[src/rtl/dmaev_pkg.sv]
package dmaev_pkg;

    // Request state machine states
    typedef enum logic [0:0] {
        ST_IDLE  = 1'b0,
        ST_OFFER = 1'b1
    } req_state_e;

    // Register groups, each NUM_WORDS words long, laid out in this order
    localparam int GRP_PEND = 0;
    localparam int GRP_ENA  = 1;
    localparam int GRP_CLR  = 2;
    localparam int GRP_CNT  = 3;

endpackage

[src/rtl/evt_pend_bank.sv]
module evt_pend_bank #(
    parameter int NUM_EVT = 64
) (
    input  logic               clk,
    input  logic               rst_n,
    input  logic [NUM_EVT-1:0] set_v,
    input  logic [NUM_EVT-1:0] cpu_clr_v,
    input  logic [NUM_EVT-1:0] acc_clr_v,
    output logic [NUM_EVT-1:0] pend_q
);

    logic [NUM_EVT-1:0] clr_any;

    always_comb begin
        clr_any = cpu_clr_v | acc_clr_v;
    end

    // Sticky pending bits; a set in the same cycle outranks any clear
    always_ff @(posedge clk) begin
        if (!rst_n) begin
            pend_q <= '0;
        end else begin
            pend_q <= (pend_q & ~clr_any) | set_v;
        end
    end

    // a pending bit not hit by a clear remains set
    p_sticky_r3: assert property (@(posedge clk) disable iff (!rst_n)
        1'b1 |=> ((($past(pend_q) & ~$past(clr_any)) & ~pend_q) == '0));

    // every pulsed bit is pending on the next cycle
    p_set_wins_r11: assert property (@(posedge clk) disable iff (!rst_n)
        1'b1 |=> (($past(set_v) & ~pend_q) == '0));

    // processor-cleared bits without a coincident set are gone
    p_cpu_clear_r5: assert property (@(posedge clk) disable iff (!rst_n)
        1'b1 |=> ((($past(cpu_clr_v) & ~$past(set_v)) & pend_q) == '0));

endmodule

[src/rtl/evt_pick.sv]
module evt_pick #(
    parameter int NUM_EVT = 64,
    parameter int IDX_W   = 6
) (
    input  logic [NUM_EVT-1:0] cand_v,
    output logic               found,
    output logic [IDX_W-1:0]   pick_idx
);

    // Lowest-numbered candidate wins: scan downward so the last hit is lowest
    always_comb begin
        pick_idx = '0;
        for (int i = NUM_EVT - 1; i >= 0; i--) begin
            if (cand_v[i]) begin
                pick_idx = IDX_W'(i);
            end
        end
        found = |cand_v;
    end

endmodule

[src/rtl/evt_req_fsm.sv]
module evt_req_fsm
    import dmaev_pkg::*;
#(
    parameter int NUM_EVT = 64,
    parameter int IDX_W   = 6
) (
    input  logic               clk,
    input  logic               rst_n,
    input  logic               cand_found,
    input  logic [IDX_W-1:0]   cand_idx,
    input  logic               req_ready,
    output logic               req_valid,
    output logic [IDX_W-1:0]   req_idx,
    output logic [NUM_EVT-1:0] acc_clr_v
);

    req_state_e state_q, state_d;
    logic [IDX_W-1:0] held_idx_q;
    logic             do_pick;
    logic             do_accept;

    // Next-state and transition decode
    always_comb begin
        state_d   = state_q;
        do_pick   = 1'b0;
        do_accept = 1'b0;
        unique case (state_q)
            ST_IDLE: begin
                if (cand_found) begin
                    state_d = ST_OFFER;
                    do_pick = 1'b1;
                end
            end
            ST_OFFER: begin
                if (req_ready) begin
                    state_d   = ST_IDLE;
                    do_accept = 1'b1;
                end
            end
            default: state_d = ST_IDLE;
        endcase
    end

    // State register
    always_ff @(posedge clk) begin
        if (!rst_n) begin
            state_q <= ST_IDLE;
        end else begin
            state_q <= state_d;
        end
    end

    // Offered event number, captured on the pick transition
    always_ff @(posedge clk) begin
        if (!rst_n) begin
            held_idx_q <= '0;
        end else if (do_pick) begin
            held_idx_q <= cand_idx;
        end
    end

    // Outputs
    always_comb begin
        req_valid = (state_q == ST_OFFER);
        req_idx   = held_idx_q;
        acc_clr_v = '0;
        if (do_accept) begin
            acc_clr_v[held_idx_q] = 1'b1;
        end
    end

    // an unaccepted request holds its index
    p_hold_r9: assert property (@(posedge clk) disable iff (!rst_n)
        (req_valid && !req_ready) |=> (req_valid && $stable(req_idx)));

    // acceptance is followed by a cycle without a request
    p_gap_r10: assert property (@(posedge clk) disable iff (!rst_n)
        (req_valid && req_ready) |=> !req_valid);

    // at most one event is retired per cycle
    p_one_retire_r10: assert property (@(posedge clk) disable iff (!rst_n)
        $onehot0(acc_clr_v));

endmodule

[src/rtl/evt_regif.sv]
module evt_regif
    import dmaev_pkg::*;
#(
    parameter int NUM_WORDS = 2,
    parameter int WORD_W    = 32,
    parameter int ADDR_W    = 3
) (
    input  logic                        clk,
    input  logic                        rst_n,
    input  logic [ADDR_W-1:0]           bus_addr,
    input  logic                        bus_wr,
    input  logic [WORD_W-1:0]           bus_wdata,
    input  logic [NUM_WORDS*WORD_W-1:0] pend_q,
    output logic [NUM_WORDS*WORD_W-1:0] ena_q,
    output logic [NUM_WORDS*WORD_W-1:0] cpu_clr_v,
    output logic [WORD_W-1:0]           bus_rdata
);

    logic [NUM_WORDS-1:0] hit_pend;
    logic [NUM_WORDS-1:0] hit_ena;
    logic [NUM_WORDS-1:0] hit_clr;
    logic [WORD_W-1:0]    rd_mux;

    for (genvar w = 0; w < NUM_WORDS; w++) begin : g_word
        always_comb begin
            hit_pend[w] = (bus_addr == ADDR_W'(GRP_PEND * NUM_WORDS + w));
            hit_ena[w]  = (bus_addr == ADDR_W'(GRP_ENA  * NUM_WORDS + w));
            hit_clr[w]  = (bus_addr == ADDR_W'(GRP_CLR  * NUM_WORDS + w));
            cpu_clr_v[w*WORD_W +: WORD_W] = (bus_wr && hit_clr[w]) ? bus_wdata : '0;
        end

        always_ff @(posedge clk) begin
            if (!rst_n) begin
                ena_q[w*WORD_W +: WORD_W] <= '0;
            end else if (bus_wr && hit_ena[w]) begin
                ena_q[w*WORD_W +: WORD_W] <= bus_wdata;
            end
        end

        // an enable write is visible on the next cycle
        p_ena_write_r7: assert property (@(posedge clk) disable iff (!rst_n)
            (bus_wr && hit_ena[w]) |=> (ena_q[w*WORD_W +: WORD_W] == $past(bus_wdata)));
    end

    // Read multiplexer; clear words and unused addresses contribute nothing
    always_comb begin
        rd_mux = '0;
        for (int w = 0; w < NUM_WORDS; w++) begin
            if (hit_pend[w]) rd_mux = rd_mux | pend_q[w*WORD_W +: WORD_W];
            if (hit_ena[w])  rd_mux = rd_mux | ena_q[w*WORD_W +: WORD_W];
        end
    end

    always_ff @(posedge clk) begin
        if (!rst_n) begin
            bus_rdata <= '0;
        end else begin
            bus_rdata <= rd_mux;
        end
    end

    // a clear-word address reads back as zero
    p_clr_reads_zero_r6: assert property (@(posedge clk) disable iff (!rst_n)
        (|hit_clr) |=> (bus_rdata == '0));

endmodule

[src/rtl/dma_evt_latch.sv]
module dma_evt_latch
    import dmaev_pkg::*;
#(
    parameter int NUM_EVT = 64,
    parameter int WORD_W  = 32,
    localparam int NUM_WORDS = NUM_EVT / WORD_W,
    localparam int IDX_W     = $clog2(NUM_EVT),
    localparam int ADDR_W    = $clog2(GRP_CNT * NUM_WORDS)
) (
    input  logic               clk,
    input  logic               rst_n,
    input  logic [NUM_EVT-1:0] evt_pulse,
    input  logic [ADDR_W-1:0]  bus_addr,
    input  logic               bus_wr,
    input  logic [WORD_W-1:0]  bus_wdata,
    output logic [WORD_W-1:0]  bus_rdata,
    output logic               req_valid,
    output logic [IDX_W-1:0]   req_idx,
    input  logic               req_ready
);

    localparam int SHW = IDX_W + 1;

    logic [NUM_EVT-1:0] pend_q;
    logic [NUM_EVT-1:0] ena_q;
    logic [NUM_EVT-1:0] cpu_clr_v;
    logic [NUM_EVT-1:0] acc_clr_v;
    logic [NUM_EVT-1:0] cand_v;
    logic               cand_found;
    logic [IDX_W-1:0]   cand_idx;

    always_comb begin
        cand_v = pend_q & ena_q;
    end

    evt_pend_bank #(.NUM_EVT(NUM_EVT)) u_bank (
        .clk       (clk),
        .rst_n     (rst_n),
        .set_v     (evt_pulse),
        .cpu_clr_v (cpu_clr_v),
        .acc_clr_v (acc_clr_v),
        .pend_q    (pend_q)
    );

    evt_regif #(.NUM_WORDS(NUM_WORDS), .WORD_W(WORD_W), .ADDR_W(ADDR_W)) u_regif (
        .clk       (clk),
        .rst_n     (rst_n),
        .bus_addr  (bus_addr),
        .bus_wr    (bus_wr),
        .bus_wdata (bus_wdata),
        .pend_q    (pend_q),
        .ena_q     (ena_q),
        .cpu_clr_v (cpu_clr_v),
        .bus_rdata (bus_rdata)
    );

    evt_pick #(.NUM_EVT(NUM_EVT), .IDX_W(IDX_W)) u_pick (
        .cand_v   (cand_v),
        .found    (cand_found),
        .pick_idx (cand_idx)
    );

    evt_req_fsm #(.NUM_EVT(NUM_EVT), .IDX_W(IDX_W)) u_fsm (
        .clk        (clk),
        .rst_n      (rst_n),
        .cand_found (cand_found),
        .cand_idx   (cand_idx),
        .req_ready  (req_ready),
        .req_valid  (req_valid),
        .req_idx    (req_idx),
        .acc_clr_v  (acc_clr_v)
    );

    // a new request names an event that was enabled and pending
    p_req_legal_r4: assert property (@(posedge clk) disable iff (!rst_n)
        $rose(req_valid) |-> ((($past(cand_v) >> req_idx) & NUM_EVT'(1)) != '0));

    // no lower-numbered candidate existed when the request was formed
    p_lowest_r8: assert property (@(posedge clk) disable iff (!rst_n)
        $rose(req_valid) |->
            (($past(cand_v) << (SHW'(NUM_EVT) - SHW'(req_idx))) == '0));

    // the accepted event's bit is gone unless re-pulsed
    p_accept_clears_r10: assert property (@(posedge clk) disable iff (!rst_n)
        (req_valid && req_ready && !evt_pulse[req_idx]) |=> !pend_q[$past(req_idx)]);

endmodule

[config.mk]
export PLATFORM = sky130hd
export DESIGN_NAME = dma_evt_latch
export DESIGN_NICKNAME = d
export VERILOG_FILES = /design/src/rtl/dmaev_pkg.sv /design/src/rtl/evt_pend_bank.sv /design/src/rtl/evt_pick.sv /design/src/rtl/evt_req_fsm.sv /design/src/rtl/evt_regif.sv /design/src/rtl/dma_evt_latch.sv
export SDC_FILE = /design/constraint.sdc
export NUM_CORES = 1
export LEC_CHECK = 0
export BUFFER_PORTS_ARGS = -buffer_cell sky130_fd_sc_hd__buf_4
export CORE_ASPECT_RATIO = 0.7
export CORE_MARGIN = 1.5
export CORE_UTILIZATION = 55
export CTS_CLUSTER_DIAMETER = 60
export CTS_CLUSTER_SIZE = 25
export DETAILED_ROUTE_END_ITERATION = 8
export GPL_ROUTABILITY_DRIVEN = 0
export GPL_TIMING_DRIVEN = 0
export PLACE_DENSITY = 0.79
export REMOVE_ABC_BUFFERS = 1
export SLEW_MARGIN = 10
export SYNTH_ARGS = -nofsm -noshare
export SYNTH_HDL_FRONTEND = slang
export SYNTH_SLANG_ARGS = --single-unit
export TNS_END_PERCENT = 20
[constraint.sdc]
create_clock -name clk -period 3.74 [get_ports clk]
set_clock_uncertainty 0.15 [all_clocks]
set_input_delay 0.561 -clock clk [delete_from_list [all_inputs] [get_ports clk]]
set_output_delay 0.561 -clock clk [all_outputs]
set_load 0.01 [all_outputs]
### Yosys cells after proc, flatten, opt, wreduce, memory -nomap -nowiden

Cells that the tools add are included.

| operators by class | value |
|---|---|
| $lt $le $gt $ge | 2 |
| eq/ne operators | 5 |
| muxes and demuxes | 79 |
| bitwise logic cells | 9 |
| reduce and logical (&&, ||, !) cells | 7 |

Operators by type and width:

| cell | count |
|---|---|
| two-way mux 6 bit | 64 |
| two-way mux 32 bit | 6 |
| bitwise AND 64 bit | 2 |
| bitwise OR 64 bit | 2 |
| bitwise OR 32 bit | 3 |
| two-way mux 64 bit | 1 |
| inverter 64 bit | 1 |
| OR reduction 64 bit | 1 |
| < comparator 6 x 7 -> 1 bit (second input constant) | 1 |
| demux 1 bit (select 6 bit) | 1 |
| equality test 3 x 2 -> 1 bit (second input constant) | 2 |
| equality test 3 bit (second input constant) | 2 |
| greater-or-equal comparator 6 x 1 -> 1 bit (second input constant) | 1 |
| two-way mux 1 bit | 6 |
| logical AND 1 bit | 5 |
| equality test 3 x 1 -> 1 bit (second input constant) | 1 |
| zero test 3 bit | 1 |
| one-hot mux 1 bit (2 select lines) | 1 |
| inverter 1 bit | 1 |

| storage, ports and cells | value |
|---|---|
| bits in registers | 167 |
| output and inout port bits | 39 |
| word-level logic and storage cells | 108 |

### Depth between registers and ports, before layout

| logic depth | value |
|---|---|
| word-level depth | 65 |
| mapped depth | 7 |
| depth with buffers taken out | 6 |

### Hierarchy

From an unflattened synthesis, not the netlist that was laid out.

| unflattened totals | value |
|---|---|
| cells, all modules | 1072 |
| area, all modules | 8913.5 um^2 |

By module, submodules not included:

| module | instances | cells each | area an instance (um^2) |
|---|---|---|---|
| evt_regif | 1 | 460 | 4423.0 |
| evt_pend_bank | 1 | 270 | 2326.0 |
| evt_pick | 1 | 145 | 887.1 |
| evt_req_fsm | 1 | 133 | 877.1 |
| dma_evt_latch | 1 | 64 | 400.4 |

### Least setup slack after synthesis

No wires, ideal clock.

| timing path | value |
|---|---|
| kind | input to register |
| start | input port bus_wr |
| end | register u_bank.pend_q[35] |
| arrival time | 1.627 ns |
| slack | 1.848 ns |
| stages | 6 |
| cell sequence | nand2_1 > nor3b_1 > clkbuf_1 > a22oi_1 > a21oi_1 > nor2b_1 |

| between the ends | value |
|---|---|
| longest elaborated chain between the ends | 6 |

RTL lines:

| item | line | RTL |
|---|---|---|
| start, declared | dma_evt_latch.sv:14 | `input logic bus_wr,` |
| logical AND 1 bit | evt_regif.sv:29 | `cpu_clr_v[w*WORD_W +: WORD_W] = (bus_wr && hit_clr[w]) ? bus_wdata : '0;` |
| two-way mux 32 bit | evt_regif.sv:29 |  |
| bitwise OR 64 bit | evt_pend_bank.sv:15 | `clr_any = cpu_clr_v \| acc_clr_v;` |
| inverter 64 bit | evt_pend_bank.sv:23 | `pend_q <= (pend_q & ~clr_any) \| set_v;` |
| bitwise AND 64 bit | evt_pend_bank.sv:23 |  |
| bitwise OR 64 bit | evt_pend_bank.sv:23 |  |
| end signal, assigned | evt_pend_bank.sv:23 |  |
| end, declared | evt_pend_bank.sv:9 | `output logic [NUM_EVT-1:0] pend_q` |

Every way passes these cells.
A chain may end at the register's enable or synchronous reset.

### Worst setup path after layout

| timing path | value |
|---|---|
| start | register u_fsm.held_idx_q[2] (netlist: u_fsm.req_idx[2]) |
| end | register u_bank.pend_q[4] |

| between the ends | value |
|---|---|
| longest elaborated chain between the ends | 9 |

RTL lines:

| item | line | RTL |
|---|---|---|
| start, declared | evt_req_fsm.sv:18 | `logic [IDX_W-1:0] held_idx_q;` |
| start signal, assigned | evt_req_fsm.sv:58 | `held_idx_q <= cand_idx;` |
| < comparator 6 x 7 -> 1 bit (not written as such) / greater-or-equal comparator 6 x 1 -> 1 bit (equally long branches) | evt_req_fsm.sv:68 | `acc_clr_v[held_idx_q] = 1'b1;` |
| logical AND 1 bit (not written as such) | evt_req_fsm.sv:68 |  |
| two-way mux 1 bit (not written as such) | evt_req_fsm.sv:68 |  |
| demux 1 bit (select 6 bit) (*) | - |  |
| two-way mux 64 bit (*) | evt_req_fsm.sv:67 | `if (do_accept) begin` |
| bitwise OR 64 bit (*) | evt_pend_bank.sv:15 |  |
| inverter 64 bit (*) | evt_pend_bank.sv:23 |  |
| bitwise AND 64 bit (*) | evt_pend_bank.sv:23 |  |
| bitwise OR 64 bit (*) | evt_pend_bank.sv:23 |  |

Every way passes the cells marked *; elsewhere a longest branch is shown, timed or not.

==> qor.csv <==
metric,value,unit
status,completed,
cell chain of the critical path,nor3b_1 > nor2b_1 > a22oi_1 > a21oi_1 > nor2b_1,
Final period util,80.3,%
VDD IR max,0.319,mV
hold path depth,3,
fin area,0.00979,mm²
vias in the first global route,7336,
Reg power frac,47.1,%
Sw Ratio,28.3,%
ANT nets after route,0,
CP max stage delay,0.99,ns
final hold violations,0,
reg2reg end,u_bank.pend_q[4],
post-synthesis async set-or-reset flop share,0,%
worst hold path type,input pin to flip-flop,
CTS tree,done,
CP dominant cell by count,nor2b_1,
initial antenna violation count,1,
first-pass GRT wire length,41400,µm
Detailed Route WL,27000,µm
RSZ-0062 raised after global routing,no,
clock sinks,167,
Overall Power,0.00424,W
post-synthesis sequential area ratio,41.8,%
io pins,142,
synthesis-stage register bit count,167,
CTS resizes,0,
Area Overhead vs Synth,22.4,%
post-route minimum period,3.00,ns
synth cell count leaders,"nand2_1, dfxtp_1, a22oi_1",
Post-CTS Hold Fix Bufs,0,
clk buf depth,2,
DIE AREA,0.0153,mm²
largest net degree at the start of global routing,96,
"Setup Fix Bufs, Post-CTS",0,
CP arrival,3.18,ns
flop2flop setup slack,0.74,ns
cells on worst reg2reg path,5,
Worst Setup SP,u_fsm.req_idx[2],
crit path launch type,flip-flop,
Fmax,333,MHz
pwr/cell area,434,mW/mm²
Skew-Pair Late Insertion Delay,0.43,ns
Worst Min Path Start,evt_pulse[58],
WHS Endpoint,u_bank.pend_q[58],
post-synthesis cell count,933,
Comb pwr share,13.1,%
Int Power,0.00304,W
sw power,0.00120,W
Critical R2R Launch,u_fsm.req_idx[2],
"Top FF cell, synth",dfxtp_1,
final hold slack,0.201,ns
Clock Pin Slew Worst Setup and Hold Paths,0.07,ns
via count,8253,
Final Slew Violations,0,
Synth area leader,dfxtp_1,
share of layout cells above drive strength 1,19.6,%
grt ovf,0,
worst path required time,3.92,ns
slew at the pin with the worst max-slew slack,1.23,ns
core area,0.0141,mm²
Residual DRC,0,
1st-iter DRT viols,1166,
total of warnings raised by yosys,0,
Post-synth EDFFs,0,
Worst slew margin,17.1,%
CP Max Fanout,11,
fillers,1135,
dominant cells by area after synthesis,"dfxtp_1, a22oi_1, nand2_1, a21boi_1, nor2b_1",
routed length per instance,21.6,µm
Post-Syn Area,0.00799,mm²
placed insts,1218,
Die X,147,µm
"count leader, synth",nand2_1,
port bufs,141,
"Avg Cell Area, Syn",8.57,µm²
Die Ht,104,µm
via density per instance,6.60,
Clock H-tree levels,4,
drt first pass iters,8,
Leakage,3.52,nW
Tot GR Track Use,35.1,%
post-synthesis cell type count,58,
hpwl dp,19000,µm
placed inst area,0.00923,mm²
Slowest cell on crit path,nor2b_1,
max-cap violation count,0,
Fin Setup TNS,0,ns
root buf cell,clkbuf_16,
endpoints failing setup,0,
nets,1150,
fin cells,1250,
Worst setup EP type,flip-flop,
clock network power share,39.8,%
effective utilization at floorplan,56.9,%
Num CTS Buffers,17,
Setup CP Type,flip-flop to flip-flop,
Synth top area share,41.8,%
# rows,36,
==> routing by layer <==
layer	share of wire [%]	up-vias	GRT usage [%]
met3	17	59	12.5
li1	-	3718	-
met1	42	3849	51.6
met5	0	-	0
met2	39	627	46.5
met4	2.6	0	12.5
==> power groups by stage <==
stage / Sequential (W) / Clock [W] / Combinational [W]
CTS: 0.00199 / 0.00168 / 0.000543
floorplan: 0.00200 / 0 / 0.000261
global route: 0.00201 / 0.00176 / 0.000594
detailed placement: 0.00203 / 0 / 0.000541
finish: 0.00200 / 0.00169 / 0.000555
global placement: 0.00203 / 0 / 0.000525
==> final cells by class <==
cell class | count | area, µm² | area share, %
flip-flops and latches | 167 | 3340 | 34.2
clock buffers | 19 | 433 | 4.42
clock inverters | 12 | 119 | 1.21
multi-input cells | 708 | 4460 | 45.6
well taps | 190 | 238 | 2.43
diodes | 1 | 2.50 | 0.0256
repair buffers | 153 | 1190 | 12.2
==> cells in the final DEF (no fill, tap or decap), types with 3 or more instances in the layout <==
| master | synthesis | routed |
|---|---|---|
| nand3_1 | 7 | 7 |
| clkinvlp_4 | 0 | 3 |
| a21boi_0 | 36 | 36 |
| clkinv_4 | 0 | 3 |
| o2111ai_1 | 4 | 4 |
| nor3_2 | 0 | 3 |
| a22o_1 | 13 | 13 |
| a22oi_2 | 4 | 4 |
| a32oi_1 | 7 | 7 |
| a31oi_1 | 6 | 6 |
| a22oi_1 | 148 | 148 |
| clkbuf_16 | 0 | 17 |
| nand4_1 | 5 | 5 |
| a21boi_1 | 60 | 60 |
| dfxtp_1 | 167 | 167 |
| a21oi_1 | 75 | 75 |
| nor3_1 | 7 | 4 |
| a32o_1 | 4 | 4 |
| o21ai_0 | 9 | 9 |
| nor3b_1 | 7 | 4 |
| nor3b_2 | 1 | 3 |
| nor2_1 | 13 | 13 |
| o211ai_1 | 3 | 3 |
| and2_1 | 7 | 5 |
| nand2_1 | 176 | 174 |
| buf_4 | 0 | 148 |
| a222oi_1 | 3 | 3 |
| inv_6 | 0 | 4 |
| nor2b_1 | 71 | 71 |
==> worst max-delay path: cells and delay by family, from the launching register on <==
family          cells  cell delay [ns]
simple gates        3             1.80
compound gates      2             0.42
flops               1             0.54
==> cells by family (layout without fill, tap and decap cells) <==
group                  Yosys count  count (layout)  synth area share, %
AO/OA/AOI/OAI                  395             395                 35.8
AND/OR/NAND/NOR                313             313                 19.4
other                            0               1                    0
flip-flops                     167             167                 41.8
buffers and inverters           58             184                 2.94
==> worst max-delay path by stage <==
stage                                  to  slack (ns)  cells past startpoint
CTS                      u_bank.pend_q[4]        1.05                      5
finish                   u_bank.pend_q[4]        0.74                      5
detailed placement      u_regif.ena_q[45]        0.93                      5
global route             u_bank.pend_q[4]        0.85                      5
floorplan               u_bank.pend_q[32]        0.54                      5
global placement    u_regif.bus_rdata[18]       -1.43                      4
==> through the flow <==
stage	setup slack, ns	util, %
4_1_cts	1.05	69.6
6_report	0.737	69.6
2_1_floorplan	0.543	-
3_5_place_dp	0.926	65.7
3_3_place_gp	-1.43	64.4
5_1_grt	0.848	69.6
==> state kept, by name (all words and copies together), names as in the netlist <==
signal             cells
u_regif.ena_q         64
u_bank.pend_q         64
u_fsm.req_valid        1
u_regif.bus_rdata     32
u_fsm.req_idx          6
(Power assumes the default switching activity.)
